**src/rtl/dpot_pkg.sv**
```systemverilog
package dpot_pkg;

  localparam int          BYTE_W      = 8;
  localparam logic [3:0]  DEV_PREFIX  = 4'b1010;
  localparam logic [7:0]  ADR_CH_A    = 8'h00;
  localparam logic [7:0]  ADR_CH_B    = 8'h01;
  localparam logic [7:0]  ADR_GP_LO   = 8'h02;
  localparam logic [7:0]  ADR_GP_HI   = 8'h0E;
  localparam logic [7:0]  ADR_CTRL    = 8'h10;
  localparam int          NV_BYTES    = 15;

  typedef enum logic [2:0] {
    T_IDLE, T_ADDR, T_AACK, T_WRX, T_WACK, T_TX, T_TACK
  } tgt_st_e;

  typedef enum logic [2:0] {
    RG_CH_A, RG_CH_B, RG_GP, RG_CTRL, RG_NONE
  } region_e;

  function automatic region_e region_of(input logic [7:0] a);
    if (a == ADR_CH_A)                        return RG_CH_A;
    else if (a == ADR_CH_B)                   return RG_CH_B;
    else if (a >= ADR_GP_LO && a <= ADR_GP_HI) return RG_GP;
    else if (a == ADR_CTRL)                   return RG_CTRL;
    else                                      return RG_NONE;
  endfunction

endpackage

```
**src/rtl/dpot_i2c_tgt.sv**
```systemverilog
module dpot_i2c_tgt
  import dpot_pkg::*;
(
  input  logic              clk,
  input  logic              rst_n,
  input  logic              scl_i,
  input  logic              sda_i,
  input  logic [2:0]        addr_sel_i,
  input  logic [BYTE_W-1:0] rd_data_i,
  output logic              sda_oe_o,
  output logic              ptr_we_o,
  output logic              wr_we_o,
  output logic              rd_adv_o,
  output logic [BYTE_W-1:0] wr_data_o
);

  logic [2:0] scl_sr, sda_sr;
  logic scl_now, scl_old, sda_now, sda_old;
  logic scl_rise, scl_fall, start_ev, stop_ev;

  always_ff @(posedge clk or negedge rst_n) begin
    if (!rst_n) begin
      scl_sr <= 3'b111;
      sda_sr <= 3'b111;
    end else begin
      scl_sr <= {scl_sr[1:0], scl_i};
      sda_sr <= {sda_sr[1:0], sda_i};
    end
  end

  assign scl_now  = scl_sr[1];
  assign scl_old  = scl_sr[2];
  assign sda_now  = sda_sr[1];
  assign sda_old  = sda_sr[2];
  assign scl_rise = scl_now & ~scl_old;
  assign scl_fall = ~scl_now & scl_old;
  assign start_ev = scl_now & scl_old & sda_old & ~sda_now;
  assign stop_ev  = scl_now & scl_old & ~sda_old & sda_now;

  tgt_st_e           st_q, st_d;
  logic [3:0]        cnt_q, cnt_d;
  logic [BYTE_W-1:0] sh_q, sh_d;
  logic              rw_q, rw_d;
  logic              first_q, first_d;
  logic              oe_q, oe_d;
  logic              ptr_we, wr_we, rd_adv;
  logic              addr_hit;

  assign addr_hit = (sh_q[7:1] == {DEV_PREFIX, addr_sel_i});

  always_comb begin
    st_d    = st_q;
    cnt_d   = cnt_q;
    sh_d    = sh_q;
    rw_d    = rw_q;
    first_d = first_q;
    oe_d    = oe_q;
    ptr_we  = 1'b0;
    wr_we   = 1'b0;
    rd_adv  = 1'b0;
    if (stop_ev) begin
      st_d = T_IDLE;
      oe_d = 1'b0;
    end else if (start_ev) begin
      st_d  = T_ADDR;
      cnt_d = '0;
      oe_d  = 1'b0;
    end else begin
      unique case (st_q)
        T_ADDR, T_WRX: begin
          if (scl_rise) begin
            sh_d  = {sh_q[6:0], sda_now};
            cnt_d = cnt_q + 4'd1;
          end else if (scl_fall && cnt_q == 4'd8) begin
            if (st_q == T_ADDR) begin
              if (addr_hit) begin
                oe_d    = 1'b1;
                rw_d    = sh_q[0];
                first_d = 1'b1;
                st_d    = T_AACK;
              end else begin
                st_d = T_IDLE;
              end
            end else begin
              oe_d = 1'b1;
              st_d = T_WACK;
              if (first_q) begin
                ptr_we  = 1'b1;
                first_d = 1'b0;
              end else begin
                wr_we = 1'b1;
              end
            end
          end
        end
        T_AACK: begin
          if (scl_fall) begin
            if (rw_q) begin
              st_d    = T_TX;
              sh_d    = rd_data_i;
              oe_d    = ~rd_data_i[7];
              cnt_d   = 4'd1;
              first_d = 1'b0;
            end else begin
              st_d  = T_WRX;
              oe_d  = 1'b0;
              cnt_d = '0;
            end
          end
        end
        T_WACK: begin
          if (scl_fall) begin
            st_d  = T_WRX;
            oe_d  = 1'b0;
            cnt_d = '0;
          end
        end
        T_TX: begin
          if (scl_fall) begin
            if (cnt_q == 4'd8) begin
              oe_d   = 1'b0;
              st_d   = T_TACK;
              rd_adv = 1'b1;
            end else begin
              oe_d  = ~sh_q[6];
              sh_d  = {sh_q[6:0], 1'b0};
              cnt_d = cnt_q + 4'd1;
            end
          end
        end
        T_TACK: begin
          if (scl_rise && sda_now) begin
            st_d = T_IDLE;
          end else if (scl_fall) begin
            st_d  = T_TX;
            sh_d  = rd_data_i;
            oe_d  = ~rd_data_i[7];
            cnt_d = 4'd1;
          end
        end
        default: ;
      endcase
    end
  end

  always_ff @(posedge clk or negedge rst_n) begin
    if (!rst_n) begin
      st_q    <= T_IDLE;
      cnt_q   <= '0;
      sh_q    <= '0;
      rw_q    <= 1'b0;
      first_q <= 1'b0;
      oe_q    <= 1'b0;
    end else begin
      st_q    <= st_d;
      cnt_q   <= cnt_d;
      sh_q    <= sh_d;
      rw_q    <= rw_d;
      first_q <= first_d;
      oe_q    <= oe_d;
    end
  end

  assign sda_oe_o  = oe_q;
  assign ptr_we_o  = ptr_we;
  assign wr_we_o   = wr_we;
  assign rd_adv_o  = rd_adv;
  assign wr_data_o = sh_q;


  addr_ack_match_chk: assert property (@(posedge clk) disable iff (!rst_n)
    (st_q == T_AACK && oe_q) |->
      (sh_q[7:1] == {DEV_PREFIX, addr_sel_i}) && (sh_q[7:1] != 7'h00));


  sda_hold_high_chk: assert property (@(posedge clk) disable iff (!rst_n)
    (scl_now && scl_old && !start_ev && !stop_ev) |=> $stable(oe_q));


  one_event_chk: assert property (@(posedge clk) disable iff (!rst_n)
    $countones({ptr_we, wr_we, rd_adv}) <= 1);

endmodule

```
**src/rtl/dpot_nv_store.sv**
```systemverilog
module dpot_nv_store
  import dpot_pkg::*;
#(
  parameter int              BYTES        = NV_BYTES,
  parameter int              BUSY_CYCLES  = 1000,
  parameter logic [BYTE_W-1:0] FACTORY_CODE = 8'h80
) (
  input  logic              clk,
  input  logic              rst_n,
  input  logic              we_i,
  input  logic [3:0]        waddr_i,
  input  logic [BYTE_W-1:0] wdata_i,
  input  logic [3:0]        raddr_i,
  output logic [BYTE_W-1:0] rdata_o,
  output logic              busy_o
);

  localparam int CW = $clog2(BUSY_CYCLES + 1);

  logic [BYTE_W-1:0] mem_q [BYTES];
  logic [CW-1:0]     cnt_q, cnt_d;

  always_comb begin
    cnt_d = cnt_q;
    if (we_i)               cnt_d = CW'(BUSY_CYCLES);
    else if (cnt_q != '0)   cnt_d = cnt_q - CW'(1);
  end

  always_ff @(posedge clk or negedge rst_n) begin
    if (!rst_n) cnt_q <= '0;
    else        cnt_q <= cnt_d;
  end

  for (genvar g = 0; g < BYTES; g++) begin : g_cell
    localparam logic [BYTE_W-1:0] INIT = (g < 2) ? FACTORY_CODE : '0;
    always_ff @(posedge clk or negedge rst_n) begin
      if (!rst_n)                          mem_q[g] <= INIT;
      else if (we_i && waddr_i == 4'(g))   mem_q[g] <= wdata_i;
    end
  end

  assign rdata_o = (int'(raddr_i) < BYTES) ? mem_q[raddr_i] : '0;
  assign busy_o  = (cnt_q != '0);


  nv_busy_set_chk: assert property (@(posedge clk) disable iff (!rst_n)
    we_i |=> busy_o);


  nv_no_overlap_chk: assert property (@(posedge clk) disable iff (!rst_n)
    we_i |-> !busy_o);

endmodule

```
**src/rtl/dpot_regs.sv**
```systemverilog
module dpot_regs
  import dpot_pkg::*;
#(
  parameter int                NV_BUSY_CYCLES = 1000,
  parameter logic [BYTE_W-1:0] FACTORY_CODE   = 8'h80
) (
  input  logic              clk,
  input  logic              rst_n,
  input  logic              ptr_we_i,
  input  logic              wr_we_i,
  input  logic              rd_adv_i,
  input  logic [BYTE_W-1:0] wr_data_i,
  output logic [BYTE_W-1:0] rd_data_o,
  output logic [BYTE_W-1:0] wiper_a_o,
  output logic [BYTE_W-1:0] wiper_b_o,
  output logic              shutdown_o
);

  logic [BYTE_W-1:0] ptr_q, ptr_d;
  logic [BYTE_W-1:0] wa_q, wa_d, wb_q, wb_d;
  logic              vol_q, vol_d, shdn_q, shdn_d;
  logic              nv_we, nv_busy;
  logic [BYTE_W-1:0] nv_rd;
  region_e           rg;

  assign rg = region_of(ptr_q);

  always_comb begin
    ptr_d  = ptr_q;
    wa_d   = wa_q;
    wb_d   = wb_q;
    vol_d  = vol_q;
    shdn_d = shdn_q;
    nv_we  = 1'b0;
    if (ptr_we_i)                 ptr_d = wr_data_i;
    else if (wr_we_i || rd_adv_i) ptr_d = ptr_q + 8'd1;
    if (wr_we_i && !nv_busy) begin
      unique case (rg)
        RG_CH_A: begin wa_d = wr_data_i; nv_we = !vol_q; end
        RG_CH_B: begin wb_d = wr_data_i; nv_we = !vol_q; end
        RG_GP:   nv_we = !vol_q;
        RG_CTRL: begin vol_d = wr_data_i[7]; shdn_d = wr_data_i[6]; end
        default: ;
      endcase
    end
  end

  always_ff @(posedge clk or negedge rst_n) begin
    if (!rst_n) begin
      ptr_q  <= '0;
      wa_q   <= FACTORY_CODE;
      wb_q   <= FACTORY_CODE;
      vol_q  <= 1'b0;
      shdn_q <= 1'b1;
    end else begin
      ptr_q  <= ptr_d;
      wa_q   <= wa_d;
      wb_q   <= wb_d;
      vol_q  <= vol_d;
      shdn_q <= shdn_d;
    end
  end

  dpot_nv_store #(
    .BYTES        (NV_BYTES),
    .BUSY_CYCLES  (NV_BUSY_CYCLES),
    .FACTORY_CODE (FACTORY_CODE)
  ) u_nv (
    .clk     (clk),
    .rst_n   (rst_n),
    .we_i    (nv_we),
    .waddr_i (ptr_q[3:0]),
    .wdata_i (wr_data_i),
    .raddr_i (ptr_q[3:0]),
    .rdata_o (nv_rd),
    .busy_o  (nv_busy)
  );

  always_comb begin
    unique case (rg)
      RG_CH_A: rd_data_o = vol_q ? wa_q : nv_rd;
      RG_CH_B: rd_data_o = vol_q ? wb_q : nv_rd;
      RG_GP:   rd_data_o = vol_q ? '0 : nv_rd;
      RG_CTRL: rd_data_o = {vol_q, shdn_q, nv_busy, 5'b00000};
      default: rd_data_o = '0;
    endcase
  end

  assign wiper_a_o  = wa_q;
  assign wiper_b_o  = wb_q;
  assign shutdown_o = ~shdn_q;


  ptr_step_chk: assert property (@(posedge clk) disable iff (!rst_n)
    ((wr_we_i || rd_adv_i) && !ptr_we_i) |=> (ptr_q == $past(ptr_q) + 8'd1));


  nv_mirror_chk: assert property (@(posedge clk) disable iff (!rst_n)
    (wr_we_i && rg == RG_CH_A && !vol_q && !nv_busy) |=>
      (wiper_a_o == $past(wr_data_i)) && nv_busy);


  ctrl_lock_chk: assert property (@(posedge clk) disable iff (!rst_n)
    (wr_we_i && nv_busy) |=> ($stable(vol_q) && $stable(shdn_q) &&
                              $stable(wiper_a_o) && $stable(wiper_b_o)));


  ctrl_low_zero_chk: assert property (@(posedge clk) disable iff (!rst_n)
    (rg == RG_CTRL) |-> (rd_data_o[4:0] == 5'b00000));

endmodule

```
**src/rtl/dpot_ctrl.sv**
```systemverilog
module dpot_ctrl
  import dpot_pkg::*;
#(
  parameter int                NV_BUSY_CYCLES = 1000,
  parameter logic [BYTE_W-1:0] FACTORY_CODE   = 8'h80
) (
  input  logic              clk,
  input  logic              rst_n,
  input  logic              scl_i,
  input  logic              sda_i,
  output logic              sda_oe_o,
  input  logic [2:0]        addr_sel_i,
  output logic [BYTE_W-1:0] wiper_a_o,
  output logic [BYTE_W-1:0] wiper_b_o,
  output logic              shutdown_o
);

  logic [1:0]        rst_sr;
  logic              rst_sync_n;
  logic              ptr_we, wr_we, rd_adv;
  logic [BYTE_W-1:0] wr_data, rd_data;

  always_ff @(posedge clk or negedge rst_n) begin
    if (!rst_n) rst_sr <= 2'b00;
    else        rst_sr <= {rst_sr[0], 1'b1};
  end
  assign rst_sync_n = rst_sr[1];

  dpot_i2c_tgt u_tgt (
    .clk        (clk),
    .rst_n      (rst_sync_n),
    .scl_i      (scl_i),
    .sda_i      (sda_i),
    .addr_sel_i (addr_sel_i),
    .rd_data_i  (rd_data),
    .sda_oe_o   (sda_oe_o),
    .ptr_we_o   (ptr_we),
    .wr_we_o    (wr_we),
    .rd_adv_o   (rd_adv),
    .wr_data_o  (wr_data)
  );

  dpot_regs #(
    .NV_BUSY_CYCLES (NV_BUSY_CYCLES),
    .FACTORY_CODE   (FACTORY_CODE)
  ) u_regs (
    .clk        (clk),
    .rst_n      (rst_sync_n),
    .ptr_we_i   (ptr_we),
    .wr_we_i    (wr_we),
    .rd_adv_i   (rd_adv),
    .wr_data_i  (wr_data),
    .rd_data_o  (rd_data),
    .wiper_a_o  (wiper_a_o),
    .wiper_b_o  (wiper_b_o),
    .shutdown_o (shutdown_o)
  );

endmodule

```
**config.mk**
```make
export PLATFORM = sky130hd
export DESIGN_NAME = dpot_ctrl
export DESIGN_NICKNAME = d
export VERILOG_FILES = /design/src/rtl/dpot_pkg.sv /design/src/rtl/dpot_i2c_tgt.sv /design/src/rtl/dpot_nv_store.sv /design/src/rtl/dpot_regs.sv /design/src/rtl/dpot_ctrl.sv
export SDC_FILE = /design/constraint.sdc
export NUM_CORES = 1
export LEC_CHECK = 0
export BUFFER_PORTS_ARGS = -buffer_cell sky130_fd_sc_hd__buf_2
export CORE_ASPECT_RATIO = 0.6
export CORE_MARGIN = 4
export CORE_UTILIZATION = 40
export DETAILED_ROUTE_END_ITERATION = 8
export PLACE_DENSITY = 0.57
export SLEW_MARGIN = 20
export SYNTH_ARGS = -nofsm -noshare
export SYNTH_HDL_FRONTEND = slang
export SYNTH_SLANG_ARGS = --single-unit
```
**constraint.sdc**
```tcl
create_clock -name clk -period 9.3 [get_ports clk]
set_clock_uncertainty 0.15 [all_clocks]
set_input_delay 0.465 -clock clk [delete_from_list [all_inputs] [get_ports clk]]
set_output_delay 0.465 -clock clk [all_outputs]
set_load 0.01 [all_outputs]
```
## Word level (Yosys, flattened, before mapping)

Index checks and enable logic that the tools add are counted.

| cells by class | value |
|---|---|
| add/subtract/negate cells | 3 |
| multipliers | 0 |
| div/mod/pow operators | 0 |
| magnitude comparators | 4 |
| equality and inequality tests | 54 |
| shifts and indexed selects | 0 |
| mux-type cells | 89 |
| bitwise operators | 18 |
| reduce and logical (&&, ||, !) cells | 43 |

Operator list:

| operator | number |
|---|---|
| 8-bit 2-to-1 mux | 15 |
| 8-bit one-hot mux with 4 select lines | 2 |
| 3-bit 2-to-1 mux | 16 |
| 1-bit 2-to-1 mux | 40 |
| 8-bit binary-select mux with 4-bit select | 1 |
| 4-bit == test (second input constant) | 8 |
| 4-bit 2-to-1 mux | 8 |
| 4-bit by 1-bit != test with 1-bit output (second input constant) | 6 |
| 10-bit 2-to-1 mux | 2 |
| 4-bit one-hot mux with 5 select lines | 1 |
| 1-bit logical AND | 19 |
| 9-bit AND reduction | 2 |
| 4-bit by 3-bit == test with 1-bit output (second input constant) | 4 |
| 8-bit AND reduction | 2 |
| 3-bit by 1-bit != test with 1-bit output (second input constant) | 5 |
| 3-bit one-hot mux with 5 select lines | 1 |
| 3-bit by 2-bit == test with 1-bit output (second input constant) | 4 |
| 2-bit by 1-bit != test with 1-bit output (second input constant) | 6 |
| 1-bit inverter | 10 |
| 10-bit AND reduction | 1 |
| 10-bit nonzero test | 1 |
| 10-bit by 1-bit subtractor with 10-bit output (second input constant) | 1 |
| 3-bit == test (second input constant) | 3 |
| 3-bit by 2-bit != test with 1-bit output (second input constant) | 3 |
| other kinds (35) | 50 |

| storage, ports and cells | value |
|---|---|
| flip-flop bits (word level) | 182 |
| bits in latches | 0 |
| bits in writable memories | 0 |
| memory bits (read-only) | 0 |
| output and inout port bits | 18 |
| memories | 0 |

## Logic depth before layout (Yosys ltp)

| logic depth | value |
|---|---|
| depth after elaboration | 13 |
| mapped depth | 13 |

## Modules after synthesis

From an unflattened synthesis, not the netlist that was laid out.

| second synthesis, totals | value |
|---|---|
| cells, all modules | 756 |
| area total of the unflattened synthesis | 9,288.9 um2 |

Modules (own cells, without submodules):

| module | times used | cells each | area an instance (um2) | sequential area each (um2) |
|---|---|---|---|---|
| dpot_nv_store | 1 | 448 | 6,140.9 | 3,255.6 |
| dpot_i2c_tgt | 1 | 170 | 1,601.5 | 608.1 |
| dpot_regs | 1 | 135 | 1,492.7 | 654.4 |
| dpot_ctrl | 1 | 3 | 53.8 | 50.0 |

## Worst setup path after synthesis

OpenSTA, ideal clock, no wires.

| timing path | value |
|---|---|
| path type | reg2reg |
| start | register u_regs.ptr_q[0] |
| end | register u_regs.u_nv.mem_q[105] in the netlist's numbering |
| library setup time | 0.125 ns |
| data arrival time | 2.897 ns |
| required time | 9.025 ns |
| path slack | 6.128 ns |
| cell stages (with the launch flop) | 14 |
| buffers on the path | 5 |
| clock period less this slack | 3.172 ns |
| path through | dfrtp_1 > clkbuf_1 > buf_2 > buf_2 > inv_1 > ha_1 > clkbuf_1 > nor2_1 > a211o_1 > nor4_4 > and2_1 > buf_4 > nand2_4 > mux2_4 |

| on the way | value |
|---|---|
| longest elaborated chain between the ends | 10 |
| elaborated cells on any way between the ends | 18 |
| classes of those cells | order compare (2); eq/ne (5); mux (6); reduce/logical (5) |

Ends and longest elaborated chain:

| item | RTL line | RTL |
|---|---|---|
| start: declaration | dpot_regs.sv:19 | `logic [BYTE_W-1:0] ptr_q, ptr_d;` |
| start signal: assignment | dpot_regs.sv:56 | `ptr_q <= ptr_d;` |
| 8-bit by 2-bit >= comparator with 1-bit output (tied with other cells) | dpot_pkg.sv:23 | `else if (a >= ADR_GP_LO && a <= ADR_GP_HI) return RG_GP;` |
| 1-bit logical AND / 3-bit 2-to-1 mux (equally long branches) | dpot_pkg.sv:23, dpot_pkg.sv:24 |  |
| 3-bit 2-to-1 mux | dpot_pkg.sv:23 |  |
| 3-bit 2-to-1 mux | dpot_pkg.sv:22 | `else if (a == ADR_CH_B) return RG_CH_B;` |
| 3-bit 2-to-1 mux | dpot_pkg.sv:21 | `if (a == ADR_CH_A) return RG_CH_A;` |
| 3-bit by 1-bit == test with 1-bit output (tied with other cells) | dpot_regs.sv:38 | `unique case (rg)` |
| 3-bit OR reduction (no line) | - |  |
| 1-bit 2-to-1 mux | - |  |
| 1-bit 2-to-1 mux | dpot_regs.sv:37 | `if (wr_we_i && !nv_busy) begin` |
| 1-bit logical AND (*) | dpot_nv_store.sv:38 | `else if (we_i && waddr_i == 4'(g)) mem_q[g] <= wdata_i;` |
| end signal: indexed assignment | dpot_nv_store.sv:38 |  |
| end: declaration | dpot_nv_store.sv:20 | `logic [BYTE_W-1:0] mem_q [BYTES];` |

Mark *: on every way between the ends. The rest lies on a longest branch, timed or not.
A chain may end at the register's enable or synchronous reset.

## Worst setup path in the final report

| timing path | value |
|---|---|
| start | register u_regs.ptr_q[1] |
| end | register u_tgt.sh_q[1] (netlist: u_tgt.wr_data_o[1]) |

| on the way | value |
|---|---|
| longest elaborated chain between the ends | 10 |
| elaborated cells on any way between the ends | 29 |
| classes of those cells | order compare (3); eq/ne (5); mux (17); bitwise (1); reduce/logical (3) |

Ends and longest elaborated chain:

| item | RTL line | RTL |
|---|---|---|
| 8-bit by 2-bit >= comparator with 1-bit output (tied with other cells) | dpot_pkg.sv:23 |  |
| 1-bit logical AND (tied with other cells) | dpot_pkg.sv:23 |  |
| 3-bit 2-to-1 mux / 8-bit 2-to-1 mux (equally long branches) | dpot_pkg.sv:23, dpot_nv_store.sv:42 |  |
| 3-bit 2-to-1 mux / 8-bit 2-to-1 mux (equally long branches) | dpot_pkg.sv:22, dpot_nv_store.sv:42 |  |
| 3-bit 2-to-1 mux / 8-bit 2-to-1 mux (equally long branches) | dpot_pkg.sv:21, dpot_nv_store.sv:42 |  |
| 3-bit by 2-bit == test with 1-bit output (tied with other cells) | dpot_regs.sv:80 | `unique case (rg)` |
| 8-bit one-hot mux with 4 select lines (*) | dpot_regs.sv:80 |  |
| 8-bit 2-to-1 mux (on tied branches) | dpot_i2c_tgt.sv:134, dpot_i2c_tgt.sv:98 |  |
| 8-bit 2-to-1 mux (on tied branches) | dpot_i2c_tgt.sv:132, dpot_i2c_tgt.sv:97 |  |
| 8-bit one-hot mux with 4 select lines (*) | dpot_i2c_tgt.sv:69 | `unique case (st_q)` |
| end signal: assignment | dpot_i2c_tgt.sv:150 | `sh_q <= '0;` |
| end signal: assignment | dpot_i2c_tgt.sv:157 | `sh_q <= sh_d;` |
| end: declaration | dpot_i2c_tgt.sv:42 | `logic [BYTE_W-1:0] sh_q, sh_d;` |

Mark *: on every way between the ends. The rest lies on a longest branch, timed or not. The select of a mux whose other input is x is not followed.

==> flow_summary.toml <==
[synth]
syn-num-nets = 793
yosysTopAreaCell = "dfrtp_1"
synth_seq_cells = 182
synthDistinctLibCells = 73
yosys.area_share.simple = 0.1170
syn_area_um2 = 9273
synth_ff_type = "dfrtp_1"
synth_area_leaders = "dfrtp_1 46%, mux2_2 15%, mux4_2 4.9%"
synth_top_family_by_area = "multiplexers"
synthArstFlopShare = 1.000
synthXorXnorAreaFrac = 0.009445
synth_adder_area_share = 0.009445
synth-compound-area-share = 0.1008
syn-instance-count = 779
ys.warnings.count = 0
synth_top_area_frac = 0.4615
yosysSeqAreaShare = 0.4926
synth-edff-count = 0
muxShareOfSynthArea = 0.2376
syn_area_per_cell_um2 = 11.90

[place]
placed_cell_area_um2 = 9642
gp_congestion = 0.8983
portBuffers = 24
dp_hpwl_mm = 16.68

[routing]
m1WireLength_mm = 12.44
topRoutingLayerUsed = "met5"
viasPerCell = 5.885
drc_errors = 0
dr_wl_met2_mm = 9.784
drt_iter0_drc = 623
antenna_left = 0
route.final.wire_length_mm = 24.47
met3RoutedLength_mm = 1.967
vias = 6497
wl_per_cell_um = 22.17
first_pass_iters = 5

[layout]
antennaDiodeCount = 0
area_growth_syn_to_layout_pct = 10.73
final_area_um2 = 10270
drive_gt1_frac = 0.3103
layout.nets = 797

[floorplan]
dieArea_um2 = 25760
core_area_um2 = 22440
dieHeight_um = 125.9
io_pins = 25
rows = 42
initial_utilization = 0.4132
die_w_um = 204.6

[setup_path]
crit_arrival_ps = 3950
crit_chain = "buf_4, clkinv_1, ha_1, nor2_1, a21oi_1, nor4bb_1, nor2_1, o31ai_1"
worstSetupPathType = "reg -> reg"
critPathCaptureType = "flip-flop"
slowest_stage = "nor4bb_1"
startpoint_type = "flip-flop"
slowest_delay_ps = 760
crit_path_frequent_cell = "nor2_1"
cp_max_fo = 34
cp_data_required_time_ps = 9440

[cts]
cts_buffers = 17
cts_buffer_depth = 2
insertion_delay_ps = 440
root_buffer = "clkbuf_16"
post_cts_buffers = 0
clk_pin_slew_ps = 70
cts.sinks = 182
cts_tree = "built"
htreeDepth = 4

[job]
drv_cap = 0

[timing]
tightest_slew_ps = 1029
finalSetupViolCount = 0
finalMaxSlewViolations = 0
period_share = 0.4103
relSlewSlack = 0.3084
setup_tns_ps = 0
fmax_ghz = 0.2620
min_period_ps = 3816
finalHoldViolations = 0
rsz0062_at_grt = "false"

[hold_path]
worst_hold_path_type = "in -> async"

[power_and_ir_drop]
power_density_nw_per_um2 = 206.7
ir_worst_vdd_v = 0.0001203
power_leakage_nw = 4.929

[global_route]
grt_max_degree = 79
grt_pass1_vias = 6402
grt.total_usage = 0.1964
overflow = 0
antenna_found_initial = 1
grt_first_pass_wirelength_mm = 38.95

[outcome]
outcome = "finished, final reports clean"
-- logic make-up (layout without fill, tap and decap cells) --
| group | after synthesis | in the layout |
|---|---|---|
| other cells | 1 | 1 |
| flops | 182 | 182 |
| compound gates | 140 | 140 |
| mux | 177 | 177 |
| buf+inv | 74 | 91 |
| xor+xnor | 10 | 10 |
| fa+ha+maj | 7 | 7 |
| simple gates | 188 | 188 |
-- placed cells by master (no fill, tap or decap), types with 16 or more instances in the layout --
cell type and count:
dfrtp_1 169, mux2_2 125, nand2_1 44, nor2_1 36, a21oi_1 36, o21ai_0 28
buf_2 24, inv_1 20, mux4_2 20, clkbuf_16 17, mux2_1 16
-- cell usage after synthesis (7+ instances only) --
| cell type | number |
|---|---|
| dfrtp_1 | 171 |
| mux2_2 | 125 |
| nand2_1 | 44 |
| clkbuf_1 | 42 |
| a21oi_1 | 36 |
| nor2_1 | 36 |
| o21ai_0 | 28 |
| inv_1 | 20 |
| mux4_2 | 20 |
| mux2_1 | 16 |
| mux2i_1 | 15 |
| nand2_4 | 12 |
| nor3_1 | 12 |
| a221oi_1 | 11 |
| dfstp_2 | 11 |
| nand3_1 | 9 |
| a31oi_1 | 8 |
| and2_1 | 8 |
| ha_1 | 7 |
| nand2b_1 | 7 |
| nand3b_1 | 7 |
| nor2b_1 | 7 |
| o31ai_1 | 7 |
-- where the power goes --
part	internal [mW]	total (mW)	switching [mW]
Combinational	0.150	0.456	0.306
Clock	0.419	0.737	0.318
Sequential	0.828	0.929	0.101
-- area by class of cell --
| class | instances | area (µm²) |
|---|---|---|
| sequential | 182 | 4573 |
| timing repair buffer | 38 | 232.7 |
| fill | 2022 | 12170 |
| tap | 308 | 385.4 |
| multi-input combinational | 523 | 4402 |
| inverter | 21 | 78.83 |
| clock inverter | 10 | 121.4 |
| clock buffer | 22 | 474.2 |
-- timing repair --
item,in CTS,in global routing
gates resized for setup,0,0
endpoints found under the hold margin,4,0
hold buffers,3,0
-- stage by stage --
step / hold slack, ps / util / instances / power [mW] / setup WS, ps
global route: 182.0 / 0.4576 / 1104 / 2.216 / 5367
floorplan: 19.41 / - / 779 / 1.213 / 3722
detailed placement: 102.5 / 0.4297 / 1069 / 1.385 / 5605
CTS: 148.4 / 0.4576 / 1104 / 2.127 / 5583
finish: 171.6 / 0.4576 / 1104 / 2.123 / 5484
global placement: 98.72 / 0.4297 / 1069 / 1.376 / 5630
-- flip-flops by register name, indices dropped and copies added, names as in the netlist --
| name | flops |
|---|---|
| u_regs.u_nv.mem_q | 120 |
| u_regs.u_nv.cnt_q | 10 |
| u_regs.ptr_q | 8 |
| u_regs.wiper_a_o | 8 |
| u_regs.wiper_b_o | 8 |
| u_tgt.wr_data_o | 8 |
| u_tgt.cnt_q | 4 |
| u_tgt.scl_sr | 3 |
| u_tgt.sda_sr | 3 |
| u_tgt.st_q | 3 |
| rst_sr | 2 |
| u_regs.shdn_q | 1 |
| u_regs.vol_q | 1 |
| u_tgt.first_q | 1 |
| u_tgt.rw_q | 1 |
| u_tgt.sda_oe_o | 1 |
-- critical path, delay by kind of cell (launching register included) --
family / cells / cell delay [ps]
fa+ha+maj: 1 / 510
buf+inv: 2 / 940
compound gates: 2 / 550
flops: 1 / 330
simple gates: 3 / 1170
-- worst paths after layout --
path,startpoint,end,slack (ps),depth (start not counted)
setup / recovery,u_regs.ptr_q[1]$_DFFE_PN0P_,u_tgt.wr_data_o[1]$_DFFE_PN0P_,5480,8
hold / removal,rst_n,rst_sr[1]$_DFF_PN0_,170,2
setup reg to reg,u_regs.ptr_q[1]$_DFFE_PN0P_,u_tgt.wr_data_o[1]$_DFFE_PN0P_,5480,8
hold reg to reg,rst_sr[0]$_DFF_PN0_,rst_sr[1]$_DFF_PN0_,210,0
max in group asynchronous,rst_sr[1]$_DFF_PN0_,u_regs.u_nv.mem_q[81]$_DFFE_PN0P_,7350,1
min in group clk,rst_sr[0]$_DFF_PN0_,rst_sr[1]$_DFF_PN0_,210,0
-- routing by layer --
metal | vias up | global-route usage
li1 | 2867 | -
met1 | 3362 | 0.3151
met2 | 241 | 0.2529
met3 | 25 | 0.05935
met4 | 2 | 0.05157
met5 | - | 0
Note: power is estimated with default switching activity, not from simulation.
